### src/rtl/evc_pkg.sv
package evc_pkg;

   // register offsets (byte addresses)
   localparam logic [11:0] OFS_IDENT   = 12'h000;
   localparam logic [11:0] OFS_BCTL    = 12'h008;
   localparam logic [11:0] OFS_BCLR    = 12'h00C;
   localparam logic [11:0] OFS_OVF     = 12'h030;
   localparam logic [11:0] OFS_OVF_W1C = 12'h034;
   localparam logic [11:0] OFS_OVF_W1S = 12'h03C;

   // 64-byte windows, selected by address bits [11:6]
   localparam logic [5:0] WIN_VALUE = 6'h01;   // 0x040
   localparam logic [5:0] WIN_CTL   = 6'h04;   // 0x100
   localparam logic [5:0] WIN_SEL   = 6'h05;   // 0x140

   localparam logic [31:0] IDENT_VALUE = 32'h0001_0000;

   typedef struct packed {
      logic ie;    // bit 1
      logic run;   // bit 0
   } ctl_t;

endpackage

### src/rtl/evc_slot.sv
module evc_slot #(
   parameter int CNT_W   = 28,
   parameter int EVT_W   = 32,
   parameter int SEL_W   = 5,
   parameter bit HAS_SEL = 1'b1
) (
   input  logic             clk,
   input  logic             rst_n,
   input  logic             run_en,
   input  logic [EVT_W-1:0] evt_vec,
   input  logic             fixed_evt,
   input  logic             ld_val,
   input  logic [CNT_W-1:0] ld_data,
   input  logic             ld_sel,
   input  logic [SEL_W-1:0] sel_data,
   input  logic             clr_all,
   output logic [CNT_W-1:0] val_o,
   output logic [SEL_W-1:0] sel_o,
   output logic             wrap_o
);

   localparam logic [CNT_W-1:0] TOP = {CNT_W{1'b1}};

   logic [CNT_W-1:0] val_q;
   logic             evt_now;
   logic             inc;

   generate
      if (HAS_SEL) begin : g_sel
         logic [SEL_W-1:0] sel_q;
         always_ff @(posedge clk or negedge rst_n) begin
            if (!rst_n)      sel_q <= '0;
            else if (ld_sel) sel_q <= sel_data;
         end
         assign evt_now = evt_vec[sel_q];
         assign sel_o   = sel_q;
         logic unused_fixed;
         assign unused_fixed = fixed_evt;
      end else begin : g_fixed
         assign evt_now = fixed_evt;
         assign sel_o   = '0;
         logic unused_sel;
         assign unused_sel = ld_sel ^ (^sel_data) ^ (^evt_vec);
      end
   endgenerate

   assign inc    = run_en & evt_now;
   assign wrap_o = inc & (val_q == TOP) & ~ld_val & ~clr_all;

   always_ff @(posedge clk or negedge rst_n) begin
      if (!rst_n)       val_q <= '0;
      else if (clr_all) val_q <= '0;
      else if (ld_val)  val_q <= ld_data;
      else if (inc)     val_q <= val_q + CNT_W'(1);
   end

   assign val_o = val_q;

   AST_STEP_ONE: assert property (@(posedge clk) disable iff (!rst_n)
      (inc && !ld_val && !clr_all) |=> (val_q == $past(val_q) + CNT_W'(1)));
   AST_HOLD_IDLE: assert property (@(posedge clk) disable iff (!rst_n)
      (!run_en && !ld_val && !clr_all) |=> $stable(val_q));
   AST_BANK_ZERO: assert property (@(posedge clk) disable iff (!rst_n)
      clr_all |=> (val_q == '0));

endmodule

### src/rtl/evc_status.sv
module evc_status #(
   parameter int NUM = 8
) (
   input  logic           clk,
   input  logic           rst_n,
   input  logic [NUM-1:0] wrap,
   input  logic [NUM-1:0] set_bits,
   input  logic [NUM-1:0] clr_bits,
   input  logic           clr_all,
   output logic [NUM-1:0] stat_o
);

   logic [NUM-1:0] stat_q;

   // set sources win over a same-edge write-1 clear
   always_ff @(posedge clk or negedge rst_n) begin
      if (!rst_n)       stat_q <= '0;
      else if (clr_all) stat_q <= '0;
      else              stat_q <= (stat_q & ~clr_bits) | set_bits | wrap;
   end

   assign stat_o = stat_q;

   generate
      for (genvar b = 0; b < NUM; b++) begin : g_chk
         AST_STICKY: assert property (@(posedge clk) disable iff (!rst_n)
            (stat_q[b] && !clr_bits[b] && !clr_all) |=> stat_q[b]);
      end
   endgenerate

endmodule

### src/rtl/evc_irq.sv
module evc_irq #(
   parameter int NUM = 8
) (
   input  logic           gie,
   input  logic [NUM-1:0] stat,
   input  logic [NUM-1:0] ie,
   output logic           irq_o
);

   assign irq_o = gie & (|(stat & ie));

endmodule

### src/rtl/evc_bank.sv
module evc_bank
   import evc_pkg::*;
#(
   parameter int NUM_CNT = 8,
   parameter int CNT_W   = 28,
   parameter int EVT_W   = 32,
   parameter int ADDR_W  = 12,
   parameter int DATA_W  = 32
) (
   input  logic              clk,
   input  logic              rst_n,
   input  logic              reg_we,
   input  logic [ADDR_W-1:0] reg_addr,
   input  logic [DATA_W-1:0] reg_wdata,
   output logic [DATA_W-1:0] reg_rdata,
   input  logic [EVT_W-1:0]  evt_in,
   input  logic              wasted_in,
   output logic              irq
);

   localparam int SEL_W = $clog2(EVT_W);
   localparam int IDX_W = 4;

   generate
      if (NUM_CNT < 3 || NUM_CNT > 16) begin : g_bad_num
         $error("NUM_CNT must lie in 3..16 to fit the register windows");
      end
      if (CNT_W >= DATA_W || CNT_W < 2) begin : g_bad_cnt
         $error("CNT_W must be at least 2 and narrower than DATA_W");
      end
      if ((1 << SEL_W) != EVT_W) begin : g_bad_evt
         $error("EVT_W must be a power of two");
      end
      if (ADDR_W != 12 || DATA_W != 32) begin : g_bad_port
         $error("register port is laid out for 12-bit addresses and 32-bit data");
      end
   endgenerate

   // ---------------- address decode ----------------
   logic [11:0]      word_addr;
   logic [5:0]       win;
   logic [IDX_W-1:0] widx;
   logic             hit_val, hit_ctl, hit_sel;
   logic             unused_low;

   assign word_addr  = {reg_addr[11:2], 2'b00};
   assign win        = reg_addr[11:6];
   assign widx       = reg_addr[5:2];
   assign hit_val    = (win == WIN_VALUE);
   assign hit_ctl    = (win == WIN_CTL);
   assign hit_sel    = (win == WIN_SEL);
   assign unused_low = ^reg_addr[1:0];

   logic we_bctl, we_bclr, we_w1c, we_w1s;
   assign we_bctl = reg_we & (word_addr == OFS_BCTL);
   assign we_bclr = reg_we & (word_addr == OFS_BCLR);
   assign we_w1c  = reg_we & (word_addr == OFS_OVF_W1C);
   assign we_w1s  = reg_we & (word_addr == OFS_OVF_W1S);

   // ---------------- control registers ----------------
   ctl_t                bctl_q;
   ctl_t [NUM_CNT-1:0]  ctl_q;

   always_ff @(posedge clk or negedge rst_n) begin
      if (!rst_n)       bctl_q <= '0;
      else if (we_bctl) bctl_q <= ctl_t'(reg_wdata[1:0]);
   end

   generate
      for (genvar c = 0; c < NUM_CNT; c++) begin : g_ctl
         always_ff @(posedge clk or negedge rst_n) begin
            if (!rst_n)
               ctl_q[c] <= '0;
            else if (reg_we && hit_ctl && widx == IDX_W'(c))
               ctl_q[c] <= ctl_t'(reg_wdata[1:0]);
         end
      end
   endgenerate

   // ---------------- counter slots ----------------
   logic [NUM_CNT-1:0]            wrap;
   logic [NUM_CNT-1:0]            ie_vec;
   logic [NUM_CNT-1:0][CNT_W-1:0] val;
   logic [NUM_CNT-1:0][SEL_W-1:0] sel;

   generate
      for (genvar c = 0; c < NUM_CNT; c++) begin : g_slot
         logic fixed;
         if (c == 0) begin : g_cyc
            assign fixed = 1'b1;
         end else if (c == 1) begin : g_waste
            assign fixed = wasted_in;
         end else begin : g_none
            assign fixed = 1'b0;
         end

         assign ie_vec[c] = ctl_q[c].ie;

         evc_slot #(
            .CNT_W  (CNT_W),
            .EVT_W  (EVT_W),
            .SEL_W  (SEL_W),
            .HAS_SEL(c >= 2)
         ) slot_i (
            .clk      (clk),
            .rst_n    (rst_n),
            .run_en   (bctl_q.run & ctl_q[c].run),
            .evt_vec  (evt_in),
            .fixed_evt(fixed),
            .ld_val   (reg_we & hit_val & (widx == IDX_W'(c))),
            .ld_data  (reg_wdata[CNT_W-1:0]),
            .ld_sel   (reg_we & hit_sel & (widx == IDX_W'(c))),
            .sel_data (reg_wdata[SEL_W-1:0]),
            .clr_all  (we_bclr),
            .val_o    (val[c]),
            .sel_o    (sel[c]),
            .wrap_o   (wrap[c])
         );
      end
   endgenerate

   // ---------------- overflow status and interrupt ----------------
   logic [NUM_CNT-1:0] ovf;

   evc_status #(.NUM(NUM_CNT)) status_i (
      .clk     (clk),
      .rst_n   (rst_n),
      .wrap    (wrap),
      .set_bits(we_w1s ? reg_wdata[NUM_CNT-1:0] : '0),
      .clr_bits(we_w1c ? reg_wdata[NUM_CNT-1:0] : '0),
      .clr_all (we_bclr),
      .stat_o  (ovf)
   );

   evc_irq #(.NUM(NUM_CNT)) irq_i (
      .gie  (bctl_q.ie),
      .stat (ovf),
      .ie   (ie_vec),
      .irq_o(irq)
   );

   // ---------------- read path ----------------
   always_comb begin
      reg_rdata = '0;
      if (word_addr == OFS_IDENT) reg_rdata = IDENT_VALUE;
      if (word_addr == OFS_BCTL)  reg_rdata = DATA_W'(bctl_q);
      if (word_addr == OFS_OVF)   reg_rdata = DATA_W'(ovf);
      for (int c = 0; c < NUM_CNT; c++) begin
         if (widx == IDX_W'(c)) begin
            if (hit_val) reg_rdata = {{(DATA_W-CNT_W){1'b0}}, val[c]};
            if (hit_ctl) reg_rdata = DATA_W'(ctl_q[c]);
            if (hit_sel) reg_rdata = DATA_W'(sel[c]);
         end
      end
   end

   // ---------------- assertions ----------------
   generate
      for (genvar c = 0; c < NUM_CNT; c++) begin : g_wrap_chk
         AST_WRAP_FLAGS: assert property (@(posedge clk) disable iff (!rst_n)
            (wrap[c] && !we_bclr) |=> ovf[c]);
      end
   endgenerate

   AST_IRQ_HAS_SOURCE: assert property (@(posedge clk) disable iff (!rst_n)
      irq |-> (ovf != '0));
   AST_IRQ_MASKED: assert property (@(posedge clk) disable iff (!rst_n)
      (ie_vec == '0) |-> !irq);

endmodule

### config.mk
export PLATFORM = sky130hd
export DESIGN_NAME = evc_bank
export DESIGN_NICKNAME = d
export VERILOG_FILES = /design/src/rtl/evc_pkg.sv /design/src/rtl/evc_slot.sv /design/src/rtl/evc_status.sv /design/src/rtl/evc_irq.sv /design/src/rtl/evc_bank.sv
export SDC_FILE = /design/constraint.sdc
export NUM_CORES = 1
export LEC_CHECK = 0
export BUFFER_PORTS_ARGS = -buffer_cell sky130_fd_sc_hd__buf_2
export CORE_ASPECT_RATIO = 0.5
export CORE_MARGIN = 2
export CORE_UTILIZATION = 63
export CTS_CLUSTER_DIAMETER = 150
export DETAILED_ROUTE_END_ITERATION = 10
export PLACE_DENSITY = 0.82
export SLEW_MARGIN = 10
export SYNTH_ARGS = -nofsm -noshare
export SYNTH_HDL_FRONTEND = slang
export SYNTH_HIERARCHICAL = 1
export SYNTH_SLANG_ARGS = --single-unit
### constraint.sdc
create_clock -name clk -period 3.2 [get_ports clk]
set_input_delay 0 -clock clk [delete_from_list [all_inputs] [get_ports clk]]
set_output_delay 0 -clock clk [all_outputs]
set_load 0.02 [all_outputs]
* Yosys cells after proc, flatten, opt, wreduce, memory -nomap -nowiden
Cells that the tools add are included.
** Storage, ports and cells
- Register bits :: 280
- Bits of input ports :: 80
- Output and inout bits :: 33
- Logic and storage cells :: 238
** Cells by class
- Add/sub/neg operators :: 8
- $lt $le $gt $ge :: 6
- Equal/unequal tests :: 23
- Mux-type cells :: 74
- Bitwise operators :: 74
- Reduce and logical (&&, ||, !) cells :: 20
** Operator list (count)
- 2-to-1 mux 32 bit :: 34
- 2-to-1 mux 28 bit :: 24
- adder 28 x 1 -> 28 bit, second input constant :: 8
- equality test 28 bit, second input constant :: 8
- AND 1 bit :: 60
- < comparator 5 x 6 -> 1 bit, second input constant :: 6
- binary-select mux 1 bit (select 5 bit) :: 6
- equality test 10 x 4 -> 1 bit, second input constant :: 3
- 2-to-1 mux 8 bit :: 3
- nonzero test 3 bit :: 8
- equality test 10 x 2 -> 1 bit, second input constant :: 2
- 2-to-1 mux 17 bit :: 1
- AND 8 bit :: 2
- equality test 4 x 3 -> 1 bit, second input constant :: 4
- OR 8 bit :: 2
- equality test 6 x 3 -> 1 bit, second input constant :: 2
- logical NOT 12 bit :: 1
- logical AND 1 bit :: 9
- inverter 1 bit :: 9
- equality test 4 x 2 -> 1 bit, second input constant :: 2
- inverter 8 bit :: 1
- OR reduction 8 bit :: 1
- equality test 6 x 1 -> 1 bit, second input constant :: 1
- 2-to-1 mux 1 bit :: 6
- other kinds (2) :: 2

* Depth between registers and ports, before layout
- Word-level depth :: 36
- Gate-level depth with buffers :: 13
- Gate-level depth less buffers :: 10

* By module
The synthesis kept the hierarchy.
** By module, submodules not included
- evc_slot (g_slot[2].slot_i ...) :: times used 6, cells each 229, area each 2218.4 um2, sequential area each 825.8 um2
- evc_slot (g_slot[0].slot_i ...) :: times used 2, cells each 209, area each 1813.0 um2, sequential area each 700.7 um2
- evc_bank :: times used 1, cells each 446, area each 3462.1 um2, sequential area each 450.4 um2
- evc_status :: times used 1, cells each 33, area each 421.7 um2, sequential area each 200.2 um2
- evc_irq :: times used 1, cells each 6, area each 42.5 um2, sequential area each 0.0 um2

* Worst setup path before layout
Ideal clock, no wire load.
- Path type :: register to register
- Start :: reg g_slot[5].slot_i.g_sel.sel_q[0]
- End :: reg g_slot[5].slot_i.val_q[7]
- Library setup time :: 0.087 ns
- Arrival :: 2.334 ns
- Required time :: 3.113 ns
- Setup slack :: 0.780 ns
- Cell stages (with the launch flop) :: 7
- Buffers on the path :: 1
- Period minus slack after synthesis :: 2.420 ns
- Path through :: dfrtp_1 > clkbuf_1 > mux4_2 > a221o_1 > or4_1 > xor2_1 > a211oi_2
** Between the ends
- Word-level cells in the longest chain between the ends :: 4
** RTL lines
- start: declaration :: line evc_slot.sv:30 : logic [SEL_W-1:0] sel_q;
- start signal: assignment :: line evc_slot.sv:33 : else if (ld_sel) sel_q <= sel_data;
- binary-select mux 1 bit (select 5 bit) :: line evc_slot.sv:35 : assign evt_now = evt_vec[sel_q];
- 2-to-1 mux 1 bit (implied by the code) :: line evc_slot.sv:35
- AND 1 bit :: line evc_slot.sv:47 : assign inc = run_en & evt_now;
- nonzero test 3 bit (no source line)
- end signal: assignment :: line evc_slot.sv:53 : else if (ld_val) val_q <= ld_data;
- end signal: assignment :: line evc_slot.sv:54 : else if (inc) val_q <= val_q + CNT_W'(1);
- end: declaration :: line evc_slot.sv:24 : logic [CNT_W-1:0] val_q;
Every way passes these cells. The select of a mux whose other input is x is not followed.
A chain may end at the register's enable or synchronous reset.

* Worst setup path after layout
- Start :: reg g_slot[4].slot_i.g_sel.sel_q[1]
- End :: reg g_slot[4].slot_i.val_q[7]
** Between the ends
- Word-level cells in the longest chain between the ends :: 4
** RTL lines (line)
- start: declaration :: evc_slot.sv:30
- start signal: assignment :: evc_slot.sv:33
- binary-select mux 1 bit (select 5 bit) :: evc_slot.sv:35
- 2-to-1 mux 1 bit (implied by the code) :: evc_slot.sv:35
- AND 1 bit :: evc_slot.sv:47
- nonzero test 3 bit (no source line)
- end signal: assignment :: evc_slot.sv:53
- end signal: assignment :: evc_slot.sv:54
- end: declaration :: evc_slot.sv:24
Every way passes these cells. The select of a mux whose other input is x is not followed.

==> run metrics <==
outcome=finished, final reports clean; routed len/inst=26.59 um; Routed WL=74,780 um; IO Port Bufs=102; Syn-to-layout area delta=10.27%; Setup crit end=g_slot[4].slot_i/val_o[7]$_DFFE_PN0P_; commonest non-fill, non-tap cells in the layout=279 x dfrtp_1, 241 x nor2_1, 133 x a211oi_1; Slew @ Worst Pin=0.9171 ns; Rows=47; arrival time at the worst endpoint=3.51 ns; Register-to-Register Path Depth=6; Max Clock Skew=0.01432 ns; critical path launch point type=register; Tmin final=3.095 ns; max-slew violations=0; total number of vias=20.46k; total grt overflow=0; Synth Warn #=6; die area=34,660 um^2; CTS tree=done; critical path class=register to register; n_diodes=0; Final Instance Count excl. Fillers=2,812; layout cells sized above 1=14.85%; Area after DPL=21,770 um^2; Cells after DPL=2,734; Worst Path Required=3.62 ns; initial antenna violation count=1; CTS HTree Levels=1; largest net degree at the start of global routing=89; TritonRoute pass-1 iters=9; leak pwr=8.922 nW; postcts setup bufs=0; DR iter-0 viols=3,363; Post-Synthesis Cells=2,275; Clock Pin Slew Worst Setup and Hold Paths=0.07 ns; commonest non-fill, non-tap cell in the layout=dfrtp_1; Core Area=32,810 um^2; Via-to-Cell Ratio=7.276; setup violators final=0; worst-path fanout max=12; Fin Setup TNS=0 ns; clk_lat worst skew=0.58 ns; R2R setup slack=0.11 ns; Finished Cell Area=23,000 um^2; Hold WC Path Type=input pin to register; Syn Area/Cell=9.167 um^2; Die X=261.3 um; Post-DRT Antenna Nets=0; clock sink total=280; Power Total=8.061 mW; RR Startpoint=g_slot[4].slot_i/sel_o[1]$_DFFE_PN0P_; vias in the first global route=18.79k; Root Driver=clkbuf_16; first-pass GRT wire length=113,000 um; Post-Syn Area=20,860 um^2; maximum VDD drop=0.0003806 V; Die H=132.7 um; final-report hold violation count=0; GP Congestion=1.027; Max Root-Sink Buffers=3; num ports=113; Layout Nets=2,441; P per Cell Area=350.5 nW/um^2; Fmax=323.1 MHz; Inserted Clock Buffers=27; GRT Overall Usage=42.73%; drc violations=0; Min Hold Slack=0.03710 ns; Period Utilization, post-route=96.72%; Setup crit end kind=register; Max Cap Viol=0; crit path from=g_slot[4].slot_i/sel_o[1]$_DFFE_PN0P_; final HPWL from detailed placement=54,890 um; relative slew slack=38.49%; RSZ-0062 raised after global routing=false; Starting Density=63.56%; worst reg2reg endpoint=g_slot[4].slot_i/val_o[7]$_DFFE_PN0P_
## worst min-delay path by stage
stage | from | end | slack [ns] | cells past startpoint
after CTS | reg_wdata[1] | g_slot[0].slot_i/val_o[1]$_DFFE_PN0P_ | 0.01 | 3
after detailed placement | rst_n | g_slot[5].slot_i/val_o[20]$_DFFE_PN0P_ | 0.06 | 1
after global placement | rst_n | g_slot[5].slot_i/val_o[19]$_DFFE_PN0P_ | 0.06 | 1
after global routing | reg_wdata[1] | g_slot[0].slot_i/val_o[1]$_DFFE_PN0P_ | 0.04 | 3
final | reg_addr[10] | bctl_q[0]$_DFFE_PN0P_ | 0.04 | 5
after floorplan | rst_n | bctl_q[0]$_DFFE_PN0P_ | -0.30 | 0
## sequential cells by signal (all words and copies together), names as in the netlist
signal	flops
bctl_q	2
ctl_q	16
g_slot.slot_i/sel_o	30
g_slot.slot_i/val_o	224
status_i/stat_o	8
## per-layer routing
layer / global-route usage (%) / vias up / routed length [um]
li1: - / 8800 / -
met1: 62.04 / 9840 / 28960
met2: 58.35 / 1564 / 30230
met3: 17.20 / 253 / 13010
met4: 12.28 / 2 / 2552
met5: 0 / - / 13
## critical path, cell delays in order (launching register included)
cell and delay (ns):
dfrtp_1 0.80, mux4_1 0.68, mux2i_1 0.59, a221o_1 0.43
or4_1 0.18, xor2_1 0.18, a211oi_2 0.09
## per-stage QoR
stage	setup WS [ns]	util, %
5_1_grt	0.03762	70.08
3_5_place_dp	0.2450	66.36
3_3_place_gp	0.3426	66.36
6_report	0.1050	70.08
4_1_cts	0.2113	70.08
2_1_floorplan	0.7795	-
## where the power goes
| group | total (mW) | internal, mW | switching (mW) |
|---|---|---|---|
| Clock | 3.48 | 1.96 | 1.52 |
| Sequential | 3.80 | 3.63 | 0.168 |
| Combinational | 0.783 | 0.284 | 0.499 |
| Total | 8.06 | 5.88 | 2.18 |
## layout make-up
class                   count  area [um^2]
clock buffers              36        749.5
inverters                  47        176.4
clock inverters            11        161.4
repair buffers            207         1486
multi-input cells        1790        12860
flip-flops and latches    280         7008
well taps                 441        551.8
fillers                  2525         9817
## what timing repair did
action | in CTS | in global routing
endpoints found under the setup margin | 0 | 1
hold buffers | 31 | 0
hold endpoints to repair | 294 | 0
resized for setup | 0 | 1
(Power assumes the default switching activity.)
